--- config.mk ---
export PLATFORM = sky130hd
export DESIGN_NAME = ext_irq_level_sel
export DESIGN_NICKNAME = d
export VERILOG_FILES = /design/src/rtl/irqsel_pkg.sv /design/src/rtl/irqsel_lvl_reg.sv /design/src/rtl/irqsel_prio_enc.sv /design/src/rtl/irqsel_idx_ctrl.sv /design/src/rtl/ext_irq_level_sel.sv
export SDC_FILE = /design/constraint.sdc
export NUM_CORES = 1
export LEC_CHECK = 0
export CORE_UTILIZATION = 47
export CTS_BUF_LIST = sky130_fd_sc_hd__clkbuf_8
export DETAILED_ROUTE_END_ITERATION = 8
export PLACE_DENSITY_LB_ADDON = 0.1
export SLEW_MARGIN = 20
export SYNTH_ARGS = -nofsm -noshare
export SYNTH_HDL_FRONTEND = slang
export SYNTH_SLANG_ARGS = --single-unit
export TNS_END_PERCENT = 30
--- constraint.sdc ---
create_clock -name clk -period 2.55 [get_ports clk]
set_input_delay 0.3825 -clock clk [delete_from_list [all_inputs] [get_ports clk]]
set_output_delay 0.3825 -clock clk [all_outputs]
set_load 0.01 [all_outputs]
--- src/rtl/irqsel_pkg.sv ---
package irqsel_pkg;
  localparam int unsigned IDX_W_D    = 8;
  localparam int unsigned LVL_W_D    = 16;
  localparam int unsigned EXT_BASE_D = 8'h10;

  typedef enum logic [2:0] {
    UPD_HOLD,
    UPD_SYNC,
    UPD_CLR,
    UPD_EXT,
    UPD_DROP
  } upd_e;
endpackage

--- src/rtl/irqsel_lvl_reg.sv ---
module irqsel_lvl_reg #(
  parameter int unsigned LVL_W = 16
) (
  input  logic             clk,
  input  logic             rst,
  input  logic [LVL_W-1:0] lvl_i,
  output logic [LVL_W-1:0] lvl_q
);
  localparam logic [LVL_W-1:0] BIT0_MASK = LVL_W'(1);

  always_ff @(posedge clk) begin
    if (rst) lvl_q <= '0;
    else     lvl_q <= lvl_i & ~BIT0_MASK;
  end
endmodule

--- src/rtl/irqsel_prio_enc.sv ---
module irqsel_prio_enc #(
  parameter int unsigned LVL_W    = 16,
  parameter int unsigned LVL_BITS = $clog2(LVL_W)
) (
  input  logic [LVL_W-1:0]    lvl,
  output logic                any,
  output logic [LVL_BITS-1:0] top
);
  always_comb begin
    any = 1'b0;
    top = '0;
    for (int i = 1; i < LVL_W; i++) begin
      if (lvl[i]) begin
        any = 1'b1;
        top = LVL_BITS'(i);
      end
    end
  end
endmodule

--- src/rtl/irqsel_idx_ctrl.sv ---
module irqsel_idx_ctrl
  import irqsel_pkg::*;
#(
  parameter int unsigned IDX_W    = 8,
  parameter int unsigned LVL_BITS = 4,
  parameter int unsigned EXT_BASE = 8'h10
) (
  input  logic                clk,
  input  logic                rst,
  input  logic                sync_load,
  input  logic [IDX_W-1:0]    sync_code,
  input  logic                clr,
  input  logic                any,
  input  logic [LVL_BITS-1:0] top,
  output logic [IDX_W-1:0]    idx,
  output logic                req
);
  localparam int unsigned HI_W = IDX_W - LVL_BITS;
  localparam logic [HI_W-1:0] EXT_HI = HI_W'(EXT_BASE >> LVL_BITS);

  logic             idx_is_ext;
  logic             idx_empty;
  logic [IDX_W-1:0] cand;
  upd_e             upd;

  assign idx_is_ext = (idx[IDX_W-1:LVL_BITS] == EXT_HI);
  assign idx_empty  = (idx == '0);
  assign cand       = {EXT_HI, top};

  always_comb begin
    if (sync_load)                                upd = UPD_SYNC;
    else if (clr)                                 upd = UPD_CLR;
    else if (any && (idx_empty || idx_is_ext))    upd = (cand != idx) ? UPD_EXT : UPD_HOLD;
    else if (!any && idx_is_ext)                  upd = UPD_DROP;
    else                                          upd = UPD_HOLD;
  end

  always_ff @(posedge clk) begin
    if (rst) begin
      idx <= '0;
      req <= 1'b0;
    end else begin
      case (upd)
        UPD_SYNC: begin idx <= sync_code; req <= 1'b0; end
        UPD_CLR:  begin idx <= '0;        req <= 1'b0; end
        UPD_EXT:  begin idx <= cand;      req <= 1'b1; end
        UPD_DROP: begin idx <= '0;        req <= 1'b0; end
        default:  begin idx <= idx;       req <= req;  end
      endcase
    end
  end
endmodule

--- src/rtl/ext_irq_level_sel.sv ---
module ext_irq_level_sel
  import irqsel_pkg::*;
#(
  parameter int unsigned IDX_W    = IDX_W_D,
  parameter int unsigned LVL_W    = LVL_W_D,
  parameter int unsigned EXT_BASE = EXT_BASE_D
) (
  input  logic             clk,
  input  logic             rst,
  input  logic [LVL_W-1:0] lvl_i,
  input  logic             sync_load_i,
  input  logic [IDX_W-1:0] sync_code_i,
  input  logic             clr_i,
  output logic [IDX_W-1:0] trap_idx,
  output logic             hard_req
);
  localparam int unsigned LVL_BITS = $clog2(LVL_W);

  logic [LVL_W-1:0]    lvl_q;
  logic                lvl_any;
  logic [LVL_BITS-1:0] lvl_top;

  irqsel_lvl_reg #(.LVL_W(LVL_W)) u_lvl (
    .clk(clk), .rst(rst), .lvl_i(lvl_i), .lvl_q(lvl_q)
  );

  irqsel_prio_enc #(.LVL_W(LVL_W), .LVL_BITS(LVL_BITS)) u_enc (
    .lvl(lvl_q), .any(lvl_any), .top(lvl_top)
  );

  irqsel_idx_ctrl #(.IDX_W(IDX_W), .LVL_BITS(LVL_BITS), .EXT_BASE(EXT_BASE)) u_ctl (
    .clk(clk), .rst(rst),
    .sync_load(sync_load_i), .sync_code(sync_code_i), .clr(clr_i),
    .any(lvl_any), .top(lvl_top),
    .idx(trap_idx), .req(hard_req)
  );
endmodule

==> load_flow_metrics.sql <==
INSERT INTO impl_metrics (metric_group, metric, value, unit) VALUES
('synthesis', 'synth_async_sr_flop_share', '0', '%'),
('worst_hold_path', 'hold-path-cell-count', '2', ''),
('placement', 'placedCellCount', '191', ''),
('synthesis', 'flops_latches_synth', '24', ''),
('timing', 'min_period', '2120', 'ps'),
('cts', 'cts-root-to-sink-buffers', '2', ''),
('power', 'seqPwrFrac', '44.9', '%'),
('critical_path', 'criticalPathCategory', 'flop to flop', ''),
('cells_and_area', 'antenna-diode-count', '0', ''),
('timing', 'timing_worst_slew_pin_value', '601', 'ps'),
('synthesis', 'synth.area.top_cells', 'sky130_fd_sc_hd__dfxtp_1, sky130_fd_sc_hd__nor2b_1, sky130_fd_sc_hd__nor4_1', ''),
('critical_path', 'cpMaxStageDelayCell', 'sky130_fd_sc_hd__a2111oi_0', ''),
('synthesis', 'synth.cell_area', '1130', 'sq um'),
('job', 'max-cap-violations', '0', ''),
('worst_hold_path', 'worst_hold_path_type', 'flop to flop', ''),
('routing', 'drt-vias-per-instance', '5.64', ''),
('timing', 'layout_worst_path_cycle_share', '83.0', '%'),
('routing', 'drc_errors_left', '0', ''),
('critical_path', 'cp_max_fo', '4', ''),
('cells_and_area', 'n_fill_cell', '190', ''),
('synthesis', 'yosys_top_cell_by_area', 'sky130_fd_sc_hd__dfxtp_1', ''),
('power', 'power.switching_fraction', '24.3', '%'),
('cells_and_area', 'fin_util', '70.4', '%'),
('routing', 'average_detailed_routed_wire_length_per_instance', '12.8', 'microns'),
('placement', 'io_buffer_count', '35', ''),
('floorplanning', 'die_area', '2620', 'sq um'),
('floorplanning', 'floorplan.initialDensity', '50.3', '%'),
('run_status', 'outcome', 'completed', ''),
('cts', 'cts_tree', 'done', ''),
('routing', 'initialDrtViolationCount', '19', ''),
('timing', 'fin_skew', '5.46', 'ps'),
('synthesis', 'count_of_unique_library_cells_instantiated_by_yosys', '36', ''),
('floorplanning', 'rows', '17', ''),
('critical_path', 'cp_data_required_time', '2680', 'ps'),
('critical_path', 'worst-endpoint-arrival', '2250', 'ps'),
('floorplanning', 'dieWidth', '51.1', 'microns'),
('cells_and_area', 'fin_cells', '195', ''),
('critical_path', 'crit_chain', 'nor3_1, nand2_1, a2111oi_0, a211oi_1, nor4_1, o31ai_1', ''),
('timing', 'maxSlewHeadroom', '59.5', '%'),
('timing', 'worst_slack', '434', 'ps'),
('timing', 'setup_repair_after_global_routing_missed_its_margin', 'false', ''),
('cells_and_area', 'area_growth_syn_to_layout', '39.9', '%'),
('cells_and_area', 'final_net_count', '196', ''),
('synthesis', 'syn_nets', '158', ''),
('timing', 'finalSetupTns', '0', 'ps'),
('cts', 'cts_resized', '0', ''),
('power', 'pwr-share-clk', '34.5', '%'),
('cts', 'cts_buffers', '3', ''),
('power', 'irDropWorstVdd', '0.390', 'mV'),
('cts', 'insertion_delay', '260', 'ps'),
('routing', 'drt_pre_antenna_iters', '4', ''),
('synthesis', 'synth.avg_cell_area', '8.73', 'sq um'),
('placement', 'finalWeightedCongestion', '0.847', ''),
('global_routing', 'grt_pass1_vias', '994', ''),
('global_routing', 'grt_max_degree', '16', ''),
('power', 'internal_power', '716', 'uW'),
('power', 'power.static_leakage', '0.000588', 'uW'),
('synthesis', 'syn_inst', '130', ''),
('synthesis', 'synth-edff-count', '0', ''),
('cts', 'clock_tree.root_cell', 'sky130_fd_sc_hd__clkbuf_8', ''),
('critical_path', 'worst_r2r_path_depth', '6', ''),
('power', 'total_power', '946', 'uW'),
('critical_path', 'category_of_the_worst_setup_path_launch_point', 'flop', ''),
('critical_path', 'critical_path.max_stage_delay', '530', 'ps'),
('routing', 'final_routed_wirelength', '2.49', 'mm'),
('routing', 'postRouteAntennaNets', '0', ''),
('global_routing', 'antenna_violations_before_repair', '0', ''),
('routing', 'vias_after_detailed_routing', '1099', ''),
('cts', 'clock_sinks', '24', ''),
('synthesis', 'yosys.area.top_type_share', '42.3', '%'),
('cts', 'cts.repair_timing.setup_buffer_count', '0', '');
## per-layer routing
metal  vias to the layer above  global-route usage, %  routed length, microns  share of wire (%)
met5                         -                      0                       0                  0
met4                         0                   5.56                       0                  0
met3                         0                   2.68                      95                3.8
met2                        32                   37.3                    1260                 51
met1                       512                   27.7                    1130                 45
li1                        555                      -                       -                  -
## cell type report
type / count / area, sq um / area share, %
Clock buffer: 3 / 41.3 / 2.60
Clock inverter: 1 / 30.0 / 1.89
Inverter: 3 / 11.3 / 0.709
Multi-Input combinational cell: 100 / 632 / 39.8
Sequential cell: 24 / 480 / 30.3
Tap cell: 28 / 35.0 / 2.21
Timing Repair Buffer: 36 / 358 / 22.5
## per-stage QoR
step	instance area (sq um)	hold WS (ps)
floorplan	1130	491
global placement	1520	467
detailed placement	1520	474
CTS	1590	495
global route	1590	553
finish	1590	484
## cells by family (layout without fill, tap and decap cells)
family | count (synthesis) | in the layout | synth area share (%)
mux | 1 | 1 | 0.882
buf+inv | 6 | 43 | 1.98
simple gates | 72 | 72 | 36.7
flops | 24 | 24 | 42.3
compound gates | 27 | 27 | 18.1
## power groups by stage
stage	Sequential (uW)	Clock (uW)	Combinational [uW]
finish	424	326	196
global route	428	355	215
CTS	424	335	194
global placement	431	0	187
detailed placement	433	0	193
floorplan	431	0	109
## layout by cell type, fill, tap and decap left out, drive strengths merged, types with 3 or more instances in the layout
master	instances
a211oi	3
a21oi	4
clkbuf	3
clkdlybuf4s50	35
dfxtp	24
inv	3
nand2	10
nor2	10
nor2b	16
nor3	7
nor3b	5
nor4	9
o21ai	5
o31ai	4
or4	4
## critical path, delay by kind of cell, from the launching register on
kind	cells	cell delay, ps
and+or+nand+nor	3	810
DFF	1	330
AOI/OAI and AO/OA	3	840
## worst paths after layout
| check | from | endpoint | slack (ps) |
|---|---|---|---|
| max | u_ctl.idx[5] | u_ctl.idx[2] | 430 |
| min | u_ctl.req | u_ctl.req | 480 |
| max reg2reg | u_ctl.idx[5] | u_ctl.idx[2] | 430 |
| min reg2reg | u_ctl.req | u_ctl.req | 480 |
## sequential cells by signal, summed over array words and instances, names as in the netlist
signal,count
u_ctl.req,1
u_lvl.lvl_q,15
u_ctl.idx,8
(Power assumes the default switching activity.)
